$ cat src/rtl/flk_pkg.sv
package flk_pkg;

    localparam int DATA_W  = 32;
    localparam int ADDR_W  = 3;
    localparam int N_LOCK  = 3;
    localparam int N_ERR   = 4;

    // register word offsets
    localparam logic [ADDR_W-1:0] ADDR_CTRL     = 3'd0;
    localparam logic [ADDR_W-1:0] ADDR_STAT     = 3'd1;
    localparam int                ADDR_KEY_BASE = 2;

    // control bit positions
    localparam int CTL_PROG_BIT  = 3;
    localparam int CTL_ERASE_BIT = 9;
    localparam int CTL_FAST_BIT  = 10;

    // status bit positions
    localparam int ST_BUSY_BIT = 0;
    localparam int ST_EOP_BIT  = 3;
    localparam int ST_ERR_LSB  = 8;

    localparam int MAIN_IDX = 0;

    typedef logic [DATA_W-1:0] word_t;

    typedef enum logic [1:0] {
        SEQ_IDLE   = 2'd0,
        SEQ_ARMED  = 2'd1,
        SEQ_FROZEN = 2'd2
    } seq_st_e;

    typedef struct packed {
        logic fast;
        logic erase;
        logic prog;
    } op_bits_t;

    typedef struct packed {
        logic             busy;
        logic             eop;
        logic [N_ERR-1:0] err;
    } stat_t;

    function automatic word_t key_first(input int idx);
        case (idx)
            0:       return 32'h89AB_CDEF;
            1:       return 32'h8C9D_AEBF;
            default: return 32'hFBEA_D9C8;
        endcase
    endfunction

    function automatic word_t key_second(input int idx);
        case (idx)
            0:       return 32'h0203_0405;
            1:       return 32'h1314_1516;
            default: return 32'h2425_2627;
        endcase
    endfunction

    function automatic word_t pack_ctrl(input logic [N_LOCK-1:0] lk, input op_bits_t op);
        word_t w;
        w = '0;
        w[N_LOCK-1:0]    = lk;
        w[CTL_PROG_BIT]  = op.prog;
        w[CTL_ERASE_BIT] = op.erase;
        w[CTL_FAST_BIT]  = op.fast;
        return w;
    endfunction

    function automatic word_t pack_stat(input stat_t s);
        word_t w;
        w = '0;
        w[ST_BUSY_BIT] = s.busy;
        w[ST_EOP_BIT]  = s.eop;
        w[ST_ERR_LSB +: N_ERR] = s.err;
        return w;
    endfunction

endpackage

$ cat src/rtl/flk_key_seq.sv
module flk_key_seq
    import flk_pkg::*;
#(
    parameter word_t KEY_A = '0,
    parameter word_t KEY_B = '0
) (
    input  logic  clk,
    input  logic  rst,
    input  logic  wr_stb,
    input  word_t wr_data,
    input  logic  allow,
    output logic  unlock
);

    seq_st_e st_q;
    logic    take;

    assign take   = wr_stb && allow;
    assign unlock = take && (st_q == SEQ_ARMED) && (wr_data == KEY_B);

    always_ff @(posedge clk) begin
        if (rst) begin
            st_q <= SEQ_IDLE;
        end else if (take) begin
            case (st_q)
                SEQ_IDLE:  st_q <= (wr_data == KEY_A) ? SEQ_ARMED : SEQ_FROZEN;
                SEQ_ARMED: st_q <= (wr_data == KEY_B) ? SEQ_IDLE  : SEQ_FROZEN;
                default:   st_q <= SEQ_FROZEN;
            endcase
        end
    end

endmodule

$ cat src/rtl/flk_ctrl_reg.sv
module flk_ctrl_reg
    import flk_pkg::*;
(
    input  logic              clk,
    input  logic              rst,
    input  logic              wr_stb,
    input  logic [N_LOCK-1:0] wr_lock_set,
    input  op_bits_t          wr_op,
    input  logic [N_LOCK-1:0] unlock,
    output logic [N_LOCK-1:0] lock_q,
    output op_bits_t          op_q
);

    logic [N_LOCK-1:0] set_mask;
    logic              op_open;

    assign set_mask = wr_stb ? wr_lock_set : '0;
    assign op_open  = !lock_q[MAIN_IDX] && !lock_q[1];

    always_ff @(posedge clk) begin
        if (rst) begin
            lock_q <= '1;
            op_q   <= '0;
        end else begin
            lock_q <= (lock_q & ~unlock) | set_mask;
            if (wr_stb && op_open)
                op_q <= wr_op;
        end
    end

endmodule

$ cat src/rtl/flk_stat_reg.sv
module flk_stat_reg
    import flk_pkg::*;
(
    input  logic             clk,
    input  logic             rst,
    input  logic             wr_stb,
    input  logic             wr_eop_clr,
    input  logic [N_ERR-1:0] wr_err_clr,
    input  logic             eng_busy,
    input  logic             eng_done,
    input  logic [N_ERR-1:0] eng_err,
    output stat_t            stat_q
);

    logic [N_ERR-1:0] err_clr;
    logic             eop_clr;

    assign err_clr = wr_stb ? wr_err_clr : '0;
    assign eop_clr = wr_stb && wr_eop_clr;

    always_ff @(posedge clk) begin
        if (rst) begin
            stat_q <= '0;
        end else begin
            stat_q.busy <= eng_busy;
            stat_q.eop  <= eng_done | (stat_q.eop & ~eop_clr);
            stat_q.err  <= eng_err  | (stat_q.err & ~err_clr);
        end
    end

endmodule

$ cat src/rtl/flk_guard.sv
module flk_guard
    import flk_pkg::*;
(
    input  logic              clk,
    input  logic              rst,
    input  logic              bus_sel,
    input  logic              bus_we,
    input  logic [ADDR_W-1:0] bus_addr,
    input  logic [DATA_W-1:0] bus_wdata,
    output logic [DATA_W-1:0] bus_rdata,
    input  logic              eng_busy,
    input  logic              eng_done,
    input  logic [N_ERR-1:0]  eng_err,
    output logic              ctl_prog,
    output logic              ctl_erase,
    output logic              ctl_fast,
    output logic [N_LOCK-1:0] lock_state
);

    logic              wr;
    logic              ctrl_wr;
    logic              stat_wr;
    logic [N_LOCK-1:0] key_wr;
    logic [N_LOCK-1:0] allow;
    logic [N_LOCK-1:0] unlock;
    logic [N_LOCK-1:0] lock_q;
    op_bits_t          op_q;
    op_bits_t          wr_op;
    stat_t             stat_q;
    logic [N_ERR-1:0]  err_q;

    assign wr      = bus_sel && bus_we;
    assign ctrl_wr = wr && (bus_addr == ADDR_CTRL);
    assign stat_wr = wr && (bus_addr == ADDR_STAT);

    generate
        for (genvar g = 0; g < N_LOCK; g++) begin : g_lock
            assign key_wr[g] = wr && (bus_addr == ADDR_W'(ADDR_KEY_BASE + g));
            if (g == MAIN_IDX) begin : g_main
                assign allow[g] = lock_q[g];
            end else begin : g_sub
                assign allow[g] = lock_q[g] && !lock_q[MAIN_IDX];
            end
            flk_key_seq #(
                .KEY_A (key_first(g)),
                .KEY_B (key_second(g))
            ) u_seq (
                .clk     (clk),
                .rst     (rst),
                .wr_stb  (key_wr[g]),
                .wr_data (bus_wdata),
                .allow   (allow[g]),
                .unlock  (unlock[g])
            );
        end
    endgenerate

    assign wr_op.prog  = bus_wdata[CTL_PROG_BIT];
    assign wr_op.erase = bus_wdata[CTL_ERASE_BIT];
    assign wr_op.fast  = bus_wdata[CTL_FAST_BIT];

    flk_ctrl_reg u_ctrl (
        .clk         (clk),
        .rst         (rst),
        .wr_stb      (ctrl_wr),
        .wr_lock_set (bus_wdata[N_LOCK-1:0]),
        .wr_op       (wr_op),
        .unlock      (unlock),
        .lock_q      (lock_q),
        .op_q        (op_q)
    );

    flk_stat_reg u_stat (
        .clk        (clk),
        .rst        (rst),
        .wr_stb     (stat_wr),
        .wr_eop_clr (bus_wdata[ST_EOP_BIT]),
        .wr_err_clr (bus_wdata[ST_ERR_LSB +: N_ERR]),
        .eng_busy   (eng_busy),
        .eng_done   (eng_done),
        .eng_err    (eng_err),
        .stat_q     (stat_q)
    );

    assign err_q = stat_q.err;

    always_comb begin
        if (bus_addr == ADDR_CTRL)
            bus_rdata = pack_ctrl(lock_q, op_q);
        else if (bus_addr == ADDR_STAT)
            bus_rdata = pack_stat(stat_q);
        else
            bus_rdata = '0;
    end

    assign ctl_prog   = op_q.prog;
    assign ctl_erase  = op_q.erase;
    assign ctl_fast   = op_q.fast;
    assign lock_state = lock_q;

endmodule

$ cat config.mk
export PLATFORM = sky130hd
export DESIGN_NAME = flk_guard
export DESIGN_NICKNAME = d
export VERILOG_FILES = /design/src/rtl/flk_pkg.sv /design/src/rtl/flk_key_seq.sv /design/src/rtl/flk_ctrl_reg.sv /design/src/rtl/flk_stat_reg.sv /design/src/rtl/flk_guard.sv
export SDC_FILE = /design/constraint.sdc
export NUM_CORES = 1
export LEC_CHECK = 0
export BUFFER_PORTS_ARGS = -buffer_cell sky130_fd_sc_hd__buf_2
export CAP_MARGIN = 20
export CORE_MARGIN = 3
export CORE_UTILIZATION = 35
export DETAILED_ROUTE_END_ITERATION = 10
export PLACE_DENSITY_LB_ADDON = 0.05
export RECOVER_POWER = 100
export SLEW_MARGIN = 20
export SYNTH_ARGS = -nofsm -noshare
export SYNTH_HDL_FRONTEND = slang
export SYNTH_SLANG_ARGS = --single-unit
$ cat constraint.sdc
create_clock -name clk -period 3.14 [get_ports clk]
set_clock_uncertainty 0.1 [all_clocks]
set_input_delay 0.314 -clock clk [delete_from_list [all_inputs] [get_ports clk]]
set_output_delay 0.314 -clock clk [all_outputs]
set_load 0.02 [all_outputs]
==> metrics.md, run 1 <==
| Metric | Value |
|---|---|
| Flop pwr share | `43.5%` |
| Height of the die | `68.9 um` |
| NetSw | `158 uW` |
| Int Pwr | `384 uW` |
| Ports | `83` |
| Yosys top cell by area | `dfxtp_1` |
| EDFF count, synth | `0` |
| Worst Path Max Fanout | `5` |
| Placer Congestion | `0.927` |
| CP Data Arrival Time | `2380 ps` |
| Die ar. | `4740 um2` |
| TritonRoute pass-1 iters | `4` |
| Clock power frac | `34.9%` |
| TritonCTS clock tree | `built` |
| Leak | `0.717 nW` |
| Pin count of the biggest net entering global routing | `18` |
| Diode count | `0` |
| Initial Util | `36.9%` |
| Cts bufs inserted | `3` |
| Die width | `68.9 um` |
| DP HPWL | `3.36 mm` |
| Fmax | `428 MHz` |
| Initial antenna violation count | `0` |
| Via Count | `1,458` |
| Post-synth top area share | `26.1%` |
| CTS Root Cell | `clkbuf_8` |
| DR DRC count | `0` |
| CTS clk-pin slew, worst paths | `70 ps` |
| Synth-to-Final Area Change | `18.7%` |
| Combinational Power Share | `21.5%` |
| PD cells | `330 nW/um2` |
| # rows | `22` |
| WP data required | `3180 ps` |
| Distinct cells, synth | `38` |
| Congestion Overflow GR | `0` |
| Switching power share of the total | `29.2%` |
| RSZ-0062 raised after global routing | `no` |
| Tmin final | `2340 ps` |
| Post-Syn Area | `1380 um2` |
| Hold Crit Class | `primary input to register` |
| Routed WL | `4.10 mm` |
| Async set or reset register ratio after synthesis | `0%` |
| Buffer count from post-CTS setup fixing | `0` |
| Fraction of layout cells with a size suffix above 1 | `23.1%` |
| Htree depth | `1` |
| Layout net count | `271` |
| Worst-Margin Slew | `786 ps` |
| Antenna Nets Post-Route | `0` |
| Via-per-instance ratio | `5.34` |
| Synth top area cells | `dfxtp_1 (26%), buf_4 (14%), mux2i_1 (5.1%), and2_1 (4.1%), nand4_1 (3.6%)` |
| Yosys warning count | `0` |
| Worst VDD drop | `0.186 mV` |
| Tot GR Track Use | `17.8%` |
| Max-slew violations | `0` |
| Clock buffer depth | `2` |
| Crit path from | `bus_wdata[9]` |
| Register area share after synthesis | `26.1%` |
| Number of port buffers | `58` |
| Yosys reg bits | `18` |
| Min-delay src | `eng_err[2]` |
| Worst Setup Start Kind | `primary input` |
| Post-Synthesis Cells | `171` |
| Fin crit share | `74.4%` |
| CP endpoint kind | `register` |
| # Max-Cap Violations | `0` |
| Vias in the first global route | `1,319` |
| Global-route wire length before repair | `6.29 mm` |
| Outcome | `completed` |
| Clk sink count | `18` |
| Iter 0 DRT Violations | `94` |
| RR Startpoint | `u_ctrl.lock_q[0]` |
| Drt wl/cell | `15.0 um` |
| TNS Setup | `0 ps` |
| Post-CTS resize count | `0` |
| Clock Latency Late Sink | `250 ps` |
| WS Path Type | `primary input to register` |
| # setup viols final | `0` |
| Top FF cell, synth | `dfxtp_1` |
| Synthesized area per cell | `8.09 um2` |
| Core area | `3740 um2` |
| Rel. slew slack | `47.6%` |
| Final hold vios | `0` |
| Tot Pwr | `542 uW` |
| # hold bufs at CTS | `0` |
## cell type report
cell class,count,area [um2]
flip-flops and latches,18,360
repair buffers,58,273
inverters,4,15.0
clock buffers,4,55.1
fillers,394,2100
well taps,48,60.1
multi-input cells,141,878
## worst max-delay path: stages
cell      delay [ps]
clkbuf_1         130
or4b_1           510
or4_1            540
or4_1            520
a221o_1          350
## state kept, by name, indices dropped and copies added (netlist names)
signal	count
g_lock.u_seq.st_q	6
u_stat.stat_q	6
u_ctrl.op_q	3
u_ctrl.lock_q	3
## placed cells by master (no fill, tap or decap), types with 4 or more instances in the layout
cell,Yosys,layout
conb_1,1,24
nor4b_1,5,5
nor3b_1,4,4
inv_1,4,4
and4_1,5,5
mux2i_1,7,7
nor2_1,11,11
clkbuf_8,0,4
nand2_1,5,5
a21oi_1,9,9
and2_1,9,5
nor4_1,7,7
nor4bb_1,4,4
nor3_1,7,7
dfxtp_1,18,18
clkbuf_1,6,14
nand3_1,8,8
and2_0,0,4
nand4_1,8,8
buf_2,0,44
## per-stage QoR
step / instances / cell area, um2 / hold slack [ps] / setup WS (ps) / util (%)
after global placement: 269 / 1610 / 358 / 602 / 43.0
after floorplan: 194 / 1470 / 331 / 781 / -
final: 273 / 1640 / 166 / 805 / 43.9
after global routing: 273 / 1640 / 171 / 741 / 43.9
after CTS: 273 / 1660 / 164 / 865 / 44.5
after detailed placement: 269 / 1610 / 373 / 592 / 43.0
## cell usage after synthesis, types with 5 or more instances
library cell,n
a21oi_1,9
nor4b_1,5
and4_1,5
and2_1,9
clkbuf_1,6
nand2_1,5
buf_4,25
nand4_1,8
nand3_1,8
nor2_1,11
nor3_1,7
dfxtp_1,18
nor4_1,7
mux2i_1,7
## power groups by stage
stage / Combinational, mW / Sequential (mW) / Clock [mW]
6_report: 0.117 / 0.236 / 0.189
2_1_floorplan: 0.0883 / 0.241 / 0
4_1_cts: 0.117 / 0.236 / 0.193
5_1_grt: 0.129 / 0.237 / 0.204
3_3_place_gp: 0.116 / 0.241 / 0
3_5_place_dp: 0.117 / 0.241 / 0
## metal layers
metal  wire, um  track usage, %
met1       1780            24.0
met2       1960            29.0
met3        326            3.73
met4         30            4.14
met5          0               0
## cell families after synthesis
| group | Yosys count | share of synthesized area [%] |
|---|---|---|
| AO/OA/AOI/OAI | 17 | 7.96 |
| multiplexers | 7 | 5.07 |
| buffers and inverters | 35 | 16.3 |
| flip-flops | 18 | 26.1 |
| AND/OR/NAND/NOR | 93 | 44.3 |
| other | 1 | 0.271 |
## final timing paths
kind | end | slack, ps | cells past startpoint
setup / recovery | u_ctrl.lock_q[1] | 800 | 5
hold / removal | u_stat.stat_q[2] | 170 | 3
setup reg to reg | u_ctrl.lock_q[0] | 1060 | 4
hold reg to reg | u_stat.stat_q[3] | 390 | 2
Power figures use the tool's default switching activity.
==> run 2: changes to the inputs <==
Clock period 3.14 ns to 2 ns, I/O delays scaled along.
==> run 2 against run 1 <==
- critical path depth stayed put
- sequential share of layout area fell by 2.2 points
- first-iteration DRC count shrank 47%
- wire length is 6.6% higher
- die area is the same
- combinational power grew 80%
- final cell count increased by 8.8%
- highest routed layer unchanged
==> metrics.md, run 2 (same netlist as run 1, synthesis figures left out) <==
| Metric | Value |
|---|---|
| TNS Setup | `0 ps (unchanged)` |
| Diode count | `0 (unchanged)` |
| Hold Crit Class | `primary input to register` |
| Antenna Nets Post-Route | `0 (unchanged)` |
| Iter 0 DRT Violations | `50 (-47%)` |
| Worst Path Max Fanout | `2 (-3)` |
| WP data required | `2040 ps (-1140 ps)` |
| Commonest non-fill, non-tap cell in the layout | `buf_2` |
| Outcome | `completed` |
| Design area | `1830 um2 (+12%)` |
| # setup viols final | `0 (unchanged)` |
| Height of the die | `68.9 um (unchanged)` |
| # rows | `22 (unchanged)` |
| Worst-Margin Slew | `765 ps (-21.1 ps)` |
| Via-per-instance ratio | `5.05 (-5.5%)` |
| Rel. slew slack | `49.0% (+1.4 points)` |
| Tmin final | `1900 ps` |
| Filler instances | `409 (+3.8%)` |
| Placer Congestion | `0.883 (-4.7%)` |
| DR DRC count | `0 (unchanged)` |
| WS Path Type | `primary input to register` |
| DP HPWL | `3.78 mm (+13%)` |
| RR Startpoint | `u_ctrl.lock_q[0]` |
| Leading registers by flop count | `g_lock.u_seq.st_q (6), u_stat.stat_q (6)` |
| Global-route wire length before repair | `6.73 mm (+7.1%)` |
| Core area | `3740 um2 (unchanged)` |
| Worst Setup Start Kind | `primary input` |
| Hold EP | `u_stat.stat_q[4]` |
| R2r endpoint | `u_ctrl.lock_q[0]` |
| Critical path's top delay family | `simple AND/OR/NAND/NOR gates` |
| Clock buffer depth | `2 (unchanged)` |
| TritonCTS clock tree | `built` |
| Vias in the first global route | `1,365 (+3.5%)` |
| Clock Latency Late Sink | `250 ps (about the same)` |
| Via Count | `1,499 (+2.8%)` |
| Layout net count | `295 (+8.9%)` |
| Tot GR Track Use | `19.3% (+1.5 points)` |
| Initial Util | `36.9% (unchanged)` |
| Worst R2R Path Depth | `5 (+1)` |
| Cells along the critical path | `clkbuf_1 > or4b_1 > or4_4 > or4_1 > a221o_1` |
| Final hold vios | `0 (unchanged)` |
| # Max-Cap Violations | `0 (unchanged)` |
| Die width | `68.9 um (unchanged)` |
| Fraction of layout cells with a size suffix above 1 | `31.3% (+8.2 points)` |
| Max-slew violations | `0 (unchanged)` |
| CTS Root Cell | `clkbuf_8` |
| Fmax | `526 MHz` |
| Pin count of the biggest net entering global routing | `18 (unchanged)` |
| PD cells | `478 nW/um2 (+45%)` |
| Cts bufs inserted | `3 (unchanged)` |
| Htree depth | `1 (unchanged)` |
| Min-delay src | `eng_done` |
| Worst R2R Setup Slack | `140 ps (-920 ps)` |
| Buffer count from post-CTS setup fixing | `0 (unchanged)` |
| Commonest non-fill, non-tap cells in the layout | `buf_2 (45), conb_1 (24), buf_4 (21)` |
| CTS clk-pin slew, worst paths | `70 ps (about the same)` |
| CP endpoint kind | `register` |
| Routed WL | `4.37 mm (+6.6%)` |
| Buf+Inv Stages, Crit Path | `1 (unchanged)` |
| Crit-path max cell delay | `510 ps (-30 ps)` |
| Leak | `0.835 nW (+16%)` |
| CP Data Arrival Time | `1950 ps (-430 ps)` |
| Slowest cell on crit path | `or4b_1` |
| Clk sink count | `18 (unchanged)` |
| Die ar. | `4740 um2 (unchanged)` |
| Drt wl/cell | `14.7 um (-2.0%)` |
| Placed cell area | `1790 um2 (+11%)` |
| Worst Hold Path Cells | `3 (unchanged)` |
| Fin crit share | `95.1%` |
| Congestion Overflow GR | `0 (unchanged)` |
| # hold bufs at CTS | `0 (unchanged)` |
| Worst VDD drop | `0.289 mV (+56%)` |
| Ports | `83 (unchanged)` |
| Initial antenna violation count | `0 (unchanged)` |
| Number of port buffers | `58 (unchanged)` |
| RSZ-0062 raised after global routing | `no` |
| Synth-to-Final Area Change | `32.6%` |
| TritonRoute pass-1 iters | `4 (unchanged)` |
run 2: changes by cell type in the layout (fill, tap and decap cells not counted):
cell and change:
dfxtp_1 -1, clkbuf_2 +1, dfxtp_2 +1, buf_4 +21
clkbuf_1 +1, or4_1 -1, or4_4 +1, and2_0 -1
nor4bb_4 +1, buf_2 +1, and2_1 +1, nor4bb_1 -1
run 2: stage by stage:
stage | hold WS [ps] | setup slack [ps] | utilization, % | cells | power (mW)
floorplan | 217 | -163 | - | 194 | 0.517
global placement | 304 | -313 | 47.8 | 293 | 0.587
CTS | 52.8 | 29.0 | 49.5 | 297 | 0.886
finish | 52.9 | 98.8 | 49.0 | 297 | 0.876
global route | 48.6 | 36.6 | 49.0 | 297 | 0.921
detailed placement | 320 | -313 | 47.8 | 293 | 0.588
run 2: metal layers:
layer	part of all wire [%]	GRT usage, %	up-vias
met1	45	26.6	684
met2	48	31.9	66
li1	-	-	747
met3	6.9	3.40	2
met4	0.23	3.41	0
met5	0	0	-
run 2: layout make-up:
cell class / instances / area (um2) / area share (%)
clock buffers: 4 / 55.1 / 3.00
multi-input cells: 141 / 897 / 48.9
flip-flops and latches: 18 / 362 / 19.7
repair buffers: 82 / 444 / 24.2
well taps: 48 / 60.1 / 3.28
inverters: 4 / 15.0 / 0.819
run 2: worst reg2reg max path, stage by stage (launching register included):
cell,delay (ps)
dfxtp_2,360
nor4bb_4,190
buf_4,160
and4_1,190
or3b_2,460
a221o_1,300
run 2: worst max path at each step:
| stage | from | endpoint | slack (ps) | depth (start not counted) |
|---|---|---|---|---|
| 3_5_place_dp | bus_wdata[9] | u_ctrl.lock_q[1] | -310 | 5 |
| 6_report | bus_wdata[9] | u_ctrl.lock_q[1] | 100 | 5 |
| 3_3_place_gp | bus_wdata[9] | u_ctrl.lock_q[1] | -310 | 5 |
| 5_1_grt | bus_addr[0] | bus_rdata[11] | 40 | 6 |
| 4_1_cts | u_ctrl.lock_q[0] | u_ctrl.lock_q[0] | 30 | 5 |
| 2_1_floorplan | bus_wdata[9] | u_ctrl.lock_q[1] | -160 | 4 |
run 2: where the power goes:
part	total [mW]	leakage, nW	internal (mW)	switching [mW]
Combinational	0.211	0.660	0.0817	0.129
Sequential	0.371	0.147	0.367	0.00367
Clock	0.294	0.0288	0.175	0.119
Total	0.876	0.835	0.624	0.252
run 2: what timing repair did:
action,4_1_cts,5_1_grt
endpoints found under the setup margin,2,1
pin swaps,1,1
gates resized for setup,2,1
